File: config.mk
export PLATFORM = sky130hd
export DESIGN_NAME = hstore_unit
export DESIGN_NICKNAME = d
export VERILOG_FILES = /design/src/rtl/hstore_pkg.sv /design/src/rtl/hstore_agen.sv /design/src/rtl/hstore_lanes.sv /design/src/rtl/hstore_status.sv /design/src/rtl/hstore_unit.sv
export SDC_FILE = /design/constraint.sdc
export NUM_CORES = 1
export LEC_CHECK = 0
export BUFFER_PORTS_ARGS = -buffer_cell sky130_fd_sc_hd__buf_2
export CORE_AREA = 2 2 103 105
export CTS_CLUSTER_DIAMETER = 120
export DETAILED_ROUTE_END_ITERATION = 6
export DIE_AREA = 0 0 105 107
export PLACE_DENSITY = 0.83
export SLEW_MARGIN = 20
export SYNTH_ARGS = -nofsm -noshare
export SYNTH_HDL_FRONTEND = slang
export SYNTH_HIERARCHICAL = 1
export SYNTH_SLANG_ARGS = --single-unit
export TNS_END_PERCENT = 30
File: constraint.sdc
create_clock -name clk -period 2.9 [get_ports clk]
set_input_delay 0.435 -clock clk [delete_from_list [all_inputs] [get_ports clk]]
set_output_delay 0.435 -clock clk [all_outputs]
set_load 0.01 [all_outputs]
File: src/rtl/hstore_pkg.sv
package hstore_pkg;
   typedef enum logic {
      ORD_LITTLE = 1'b0,
      ORD_BIG    = 1'b1
   } byte_order_e;

   localparam int HALF_W = 16;
   localparam int BYTE_W = 8;
endpackage

File: src/rtl/hstore_agen.sv
module hstore_agen #(
   parameter int ADDR_W = 32,
   parameter int MOD_W  = 7
) (
   input  logic [ADDR_W-1:0] base_i,
   input  logic [MOD_W-1:0]  mod_i,
   output logic [ADDR_W-1:0] ea_o
);
   localparam int EXT_W = ADDR_W - MOD_W - 1;

   if (EXT_W < 1) begin : g_bad_width
      $error("hstore_agen: ADDR_W must exceed MOD_W+1");
   end

   logic [ADDR_W-1:0] disp;

   // signed halfword count -> byte displacement
   assign disp = {{EXT_W{mod_i[MOD_W-1]}}, mod_i, 1'b0};
   assign ea_o = base_i + disp;
endmodule

File: src/rtl/hstore_lanes.sv
module hstore_lanes
   import hstore_pkg::*;
#(
   parameter int DATA_W = 32,
   localparam int LANES = DATA_W / BYTE_W,
   localparam int SEL_W = $clog2(LANES),
   localparam int HS_W  = SEL_W - 1
) (
   input  logic [HALF_W-1:0] half_i,
   input  byte_order_e       order_i,
   input  logic [HS_W-1:0]   slot_i,
   output logic [LANES-1:0]  be_o,
   output logic [DATA_W-1:0] wdata_o
);
   if (DATA_W < 32 || (DATA_W & (DATA_W - 1)) != 0) begin : g_bad_data
      $error("hstore_lanes: DATA_W must be a power of two of at least 32");
   end

   logic [BYTE_W-1:0] at_ea;
   logic [BYTE_W-1:0] at_ea1;
   logic [HALF_W-1:0] pair;

   always_comb begin
      if (order_i == ORD_BIG) begin
         at_ea  = half_i[15:8];
         at_ea1 = half_i[7:0];
      end else begin
         at_ea  = half_i[7:0];
         at_ea1 = half_i[15:8];
      end
      pair = {at_ea1, at_ea};
   end

   for (genvar h = 0; h < LANES / 2; h++) begin : g_half
      assign wdata_o[h*HALF_W +: HALF_W] = pair;
      assign be_o[2*h +: 2] = (slot_i == HS_W'(h)) ? 2'b11 : 2'b00;
   end
endmodule

File: src/rtl/hstore_status.sv
module hstore_status (
   input  logic clk,
   input  logic rst_n,
   input  logic set_i,
   input  logic trap_en_i,
   input  logic clr_i,
   input  logic ijump_i,
   output logic flag_o,
   output logic trap_o
);
   logic flag_q;
   logic pend_q;
   logic trap_q;

   always_ff @(posedge clk) begin
      if (!rst_n) begin
         flag_q <= 1'b0;
         pend_q <= 1'b0;
         trap_q <= 1'b0;
      end else begin
         flag_q <= (flag_q & ~clr_i) | set_i;
         pend_q <= (pend_q & ~ijump_i) | (set_i & trap_en_i);
         trap_q <= pend_q & ijump_i;
      end
   end

   assign flag_o = flag_q;
   assign trap_o = trap_q;

   p_flag_sticky_r7: assert property (@(posedge clk) disable iff (!rst_n)
      flag_q && !clr_i |=> flag_q);

   p_set_wins_r7: assert property (@(posedge clk) disable iff (!rst_n)
      set_i |=> flag_q);

   p_trap_after_jump_r8: assert property (@(posedge clk) disable iff (!rst_n)
      trap_q |-> $past(ijump_i));
endmodule

File: src/rtl/hstore_unit.sv
module hstore_unit
   import hstore_pkg::*;
#(
   parameter int ADDR_W = 32,
   parameter int DATA_W = 32,
   parameter int MOD_W  = 7,
   localparam int LANES = DATA_W / BYTE_W,
   localparam int SEL_W = $clog2(LANES)
) (
   input  logic              clk,
   input  logic              rst_n,
   input  logic              issue_i,
   input  logic [DATA_W-1:0] guard_i,
   input  logic [ADDR_W-1:0] base_i,
   input  logic [DATA_W-1:0] src_i,
   input  logic [MOD_W-1:0]  mod_i,
   input  logic              big_end_i,
   input  logic              trap_en_i,
   input  logic              flag_clr_i,
   input  logic              ijump_i,
   output logic              mem_we_o,
   output logic [ADDR_W-1:0] mem_addr_o,
   output logic [LANES-1:0]  mem_be_o,
   output logic [DATA_W-1:0] mem_wdata_o,
   output logic              mis_flag_o,
   output logic              trap_req_o
);
   if (ADDR_W <= SEL_W) begin : g_bad_addr
      $error("hstore_unit: ADDR_W too small for DATA_W");
   end

   logic              unused_bits;
   logic [ADDR_W-1:0] ea;
   logic [LANES-1:0]  be_c;
   logic [DATA_W-1:0] wdata_c;
   logic              accept;
   logic              wr_ok;
   logic              mis;
   byte_order_e       order;

   assign unused_bits = ^{guard_i[DATA_W-1:1], src_i[DATA_W-1:HALF_W]};
   assign order  = big_end_i ? ORD_BIG : ORD_LITTLE;
   assign accept = issue_i & guard_i[0];
   assign wr_ok  = accept & ~ea[0];
   assign mis    = accept & ea[0];

   hstore_agen #(.ADDR_W(ADDR_W), .MOD_W(MOD_W)) agen_i (
      .base_i (base_i),
      .mod_i  (mod_i),
      .ea_o   (ea)
   );

   hstore_lanes #(.DATA_W(DATA_W)) lanes_i (
      .half_i  (src_i[HALF_W-1:0]),
      .order_i (order),
      .slot_i  (ea[SEL_W-1:1]),
      .be_o    (be_c),
      .wdata_o (wdata_c)
   );

   hstore_status status_i (
      .clk       (clk),
      .rst_n     (rst_n),
      .set_i     (mis),
      .trap_en_i (trap_en_i),
      .clr_i     (flag_clr_i),
      .ijump_i   (ijump_i),
      .flag_o    (mis_flag_o),
      .trap_o    (trap_req_o)
   );

   always_ff @(posedge clk) begin
      if (!rst_n) begin
         mem_we_o    <= 1'b0;
         mem_be_o    <= '0;
         mem_addr_o  <= '0;
         mem_wdata_o <= '0;
      end else begin
         mem_we_o <= wr_ok;
         mem_be_o <= wr_ok ? be_c : '0;
         if (wr_ok) begin
            mem_addr_o  <= {ea[ADDR_W-1:SEL_W], {SEL_W{1'b0}}};
            mem_wdata_o <= wdata_c;
         end
      end
   end

   p_two_lanes_r2: assert property (@(posedge clk) disable iff (!rst_n)
      mem_we_o |-> $countones(mem_be_o) == 2);

   p_guard_r5: assert property (@(posedge clk) disable iff (!rst_n)
      !$past(issue_i && guard_i[0]) |-> !mem_we_o && !$rose(mis_flag_o));

   p_misalign_nowrite_r6: assert property (@(posedge clk) disable iff (!rst_n)
      mem_we_o |-> !$rose(mis_flag_o));
endmodule

==> results.txt <==
Core ar.: 0.01009 sq mm
layout cells sized above 1: 0.2717
Remaining Overflow, GRT: 0
Leak: 2.636 nW
Syn Area/Cell: 8.330 sq um
Starting Density: 0.5019
Pint: 1.721 mW
TritonCTS Sinks: 70
TritonRoute pass-1 iters: 5
Vias/cell: 5.315
die area: 0.01124 sq mm
CTS Buf Count: 9
CTS HTree Levels: 3
Antenna diodes: 0
First DRT Iteration DRCs: 284
drt drc: 0
CP startpoint kind: primary input
Critical Path AT: 2.79 ns
Req. time, crit path: 3.13 ns
Die Span Y: 107 microns
worst r2r src: status_i/flag_o$_SDFF_PN0_
cell taking the most area after synthesis: dfxtp_1
max_cap viols: 0
most common cell in the synthesized netlist: nand2_1
Max Freq: 390.5 MHz
reg2reg end: status_i/flag_o$_SDFF_PN0_
CP max FO: 14
Sw Ratio: 0.3239
clock buffer depth: 2
DR WL/cell: 14.07 microns
Seq cells post-synth: 70
top-area cell type share of the netlist area: 0.2767
Crit. End Element: flip-flop
register share of total power: 0.402
Setup Buffers After CTS: 0
Top Metal Used: met4
routed wl met2: 5972 microns
fillers: 956
final period utilization: 0.8830
RSZ-0062 raised after global routing: no
Register Area: 0.001401 sq mm
reg-to-reg slack, setup: 2.21 ns
Relative slew margins: 0.5870
critical path, cell by cell: buf_2 > buf_4 > ha_1 > nand2_1 > o311a_1 > a21oi_1 > nor4_1 > a211oi_1 > nand3_1 > nand2_1 > mux2i_1
total track usage: 0.2156
CTS clk-pin slew, worst paths: 0.08 ns
post-synthesis sequential area ratio: 0.2767
Syn Inst Count: 608
clock tree from TritonCTS: built
post_cts resized: 0
Ports: 181
# hold bufs at CTS: 0
synthesized area: 0.005065 sq mm
TNS Setup: 0 ns
Comb pwr share: 0.296
synth top area cells: dfxtp_1 (28%), mux2i_1 (12%), nand2_1 (11%)
Hold Path Stages: 3
total chip power: 2.546 mW
Final Non-Filler Cells: 850
Post-synth ARST share: 0
placed cell count: 835
Netlist cell types: 70
pwr/cell area: 440.2 mW/mm^2
most frequent cells after synthesis: nand2_1 (154), dfxtp_1 (70), mux2i_1 (62)
Clock Root Buffer: clkbuf_8
WL final: 11960 microns
status: finished, final reports clean
synth warn: 6
first-pass GRT wire length: 19820 microns
kind of path behind the tightest hold check: primary input to flip-flop
clock power share: 0.302
number of global-route vias before repair: 4303
Post-synth EDFFs: 0
initial antenna violation count: 0
Net count, final: 851
Finish-stage setup viols: 0
R2R cell count: 2
largest net degree at the start of global routing: 70
max-slew violations: 0
CP max stage delay: 0.43 ns
Tmin final: 2.561 ns
FP Rows: 37
slowest CP cell: ha_1
Skew-Pair Late Insertion Delay: 0.34 ns
PortBufs: 131
Worst Hold End: status_i/pend_q$_SDFF_PN0_
hpwl dp: 9320 microns
crit-path most repeated cell: nand2_1
Vias: 4518
Multi-input gate area: 0.003194 sq mm
Final Hold Fails: 0
synth-to-layout area growth: 14.18%
Post-DRT Antenna Nets: 0
NetSw: 0.8245 mW
die width: 105 microns
min-delay src: trap_en_i
Met1 Wirelength: 5227 microns
Synth Flop Type: dfxtp_1
Fin Clk Skew: 0.00008712 ns
worst path buffer plus inverter count: 2
kind of cell adding the most delay to the critical path: compound AO/OA/AOI/OAI gates
WL met3: 571 microns
Slew @ Worst Pin: 0.6195 ns
worst vdd ir: 0.1787 mV
final RePlAce weighted congestion: 0.9143
Setup CP Type: primary input to flip-flop
worst max-delay path by stage:
stage / start / end / slack, ns / depth (start not counted)
finish: mod_i[6] / mem_addr_o[31]$_SDFFE_PN0P_ / 0.34 / 11
global route: mod_i[6] / mem_addr_o[31]$_SDFFE_PN0P_ / 0.21 / 11
CTS: mod_i[6] / mem_addr_o[31]$_SDFFE_PN0P_ / 0.37 / 11
detailed placement: mod_i[6] / mem_addr_o[31]$_SDFFE_PN0P_ / 0.08 / 11
global placement: mod_i[6] / mem_addr_o[31]$_SDFFE_PN0P_ / 0.16 / 11
floorplan: base_i[1] / mem_addr_o[11]$_SDFFE_PN0P_ / 0.41 / 10
placed cells by master, fill, tap and decap left out, types with 3 or more instances in the layout:
cell type,netlist,routed
mux2i_1,62,62
a31oi_1,5,5
a21o_1,7,7
clkbuf_8,0,9
nor2b_1,4,4
a211oi_1,4,4
mux2_2,6,6
nor4_1,3,3
dfxtp_1,70,70
nor2_1,27,27
buf_2,8,130
xor2_1,7,7
mux2_4,10,10
and2_1,5,5
xnor2_1,17,17
nor3_1,9,9
inv_1,7,7
a21oi_1,32,32
buf_4,24,15
nand2_1,154,154
nand4_1,6,6
o21a_1,3,3
ha_1,30,30
nand3_1,12,12
o21ai_0,17,17
registers in the layout, indices dropped and copies added, names as in the netlist:
| register | cells |
|---|---|
| mem_addr_o | 30 |
| status_i/flag_o | 1 |
| status_i/pend_q | 1 |
| mem_be_o | 4 |
| mem_wdata_o | 32 |
| mem_we_o | 1 |
| status_i/trap_o | 1 |
area by class of cell:
| class | count | share of cell area |
|---|---|---|
| Sequential cell | 70 | 0.2423 |
| Inverter | 7 | 0.004543 |
| Clock inverter | 6 | 0.01103 |
| Multi-Input combinational cell | 475 | 0.5524 |
| Clock buffer | 9 | 0.02142 |
| Timing Repair Buffer | 147 | 0.1389 |
| Tap cell | 136 | 0.02942 |
power by group through the flow:
| stage | clock (mW) | combinational (mW) | sequential, mW |
|---|---|---|---|
| CTS | 0.795 | 0.749 | 1.02 |
| global placement | 0 | 0.726 | 1.04 |
| finish | 0.770 | 0.753 | 1.02 |
| global route | 0.839 | 0.832 | 1.03 |
| detailed placement | 0 | 0.744 | 1.05 |
| floorplan | 0 | 0.553 | 1.06 |
through the flow:
step                setup WS, ns  hold WS, ns    util  area, sq um
finish                    0.3393       0.3322  0.5730         5783
global route              0.2107       0.3276  0.5730         5783
CTS                       0.3750       0.3145  0.5730         5783
detailed placement       0.08090       0.4438  0.5544         5595
global placement          0.1594       0.4398  0.5544         5595
floorplan                 0.4070       0.4435       -         5069
cell families after synthesis:
kind of cell	synth area share
AND/OR/NAND/NOR	0.2090
AO/OA/AOI/OAI	0.1344
multiplexers	0.1655
flip-flops	0.2767
buffers and inverters	0.09412
adder cells (fa/ha/maj)	0.07806
XOR/XNOR	0.04150
other	0.0007404
tightest hold or removal path: stages:
cell	delay, ns
buf_2	0.09
nand2_1	0.05
a21boi_1	0.05
per-layer routing:
layer / vias to the layer above / global-route usage
li1: 2303 / -
met1: 2059 / 0.2637
met2: 144 / 0.3864
met3: 12 / 0.02614
met4: 0 / 0.08286
met5: - / 0
Note: power is estimated with default switching activity, not from simulation.
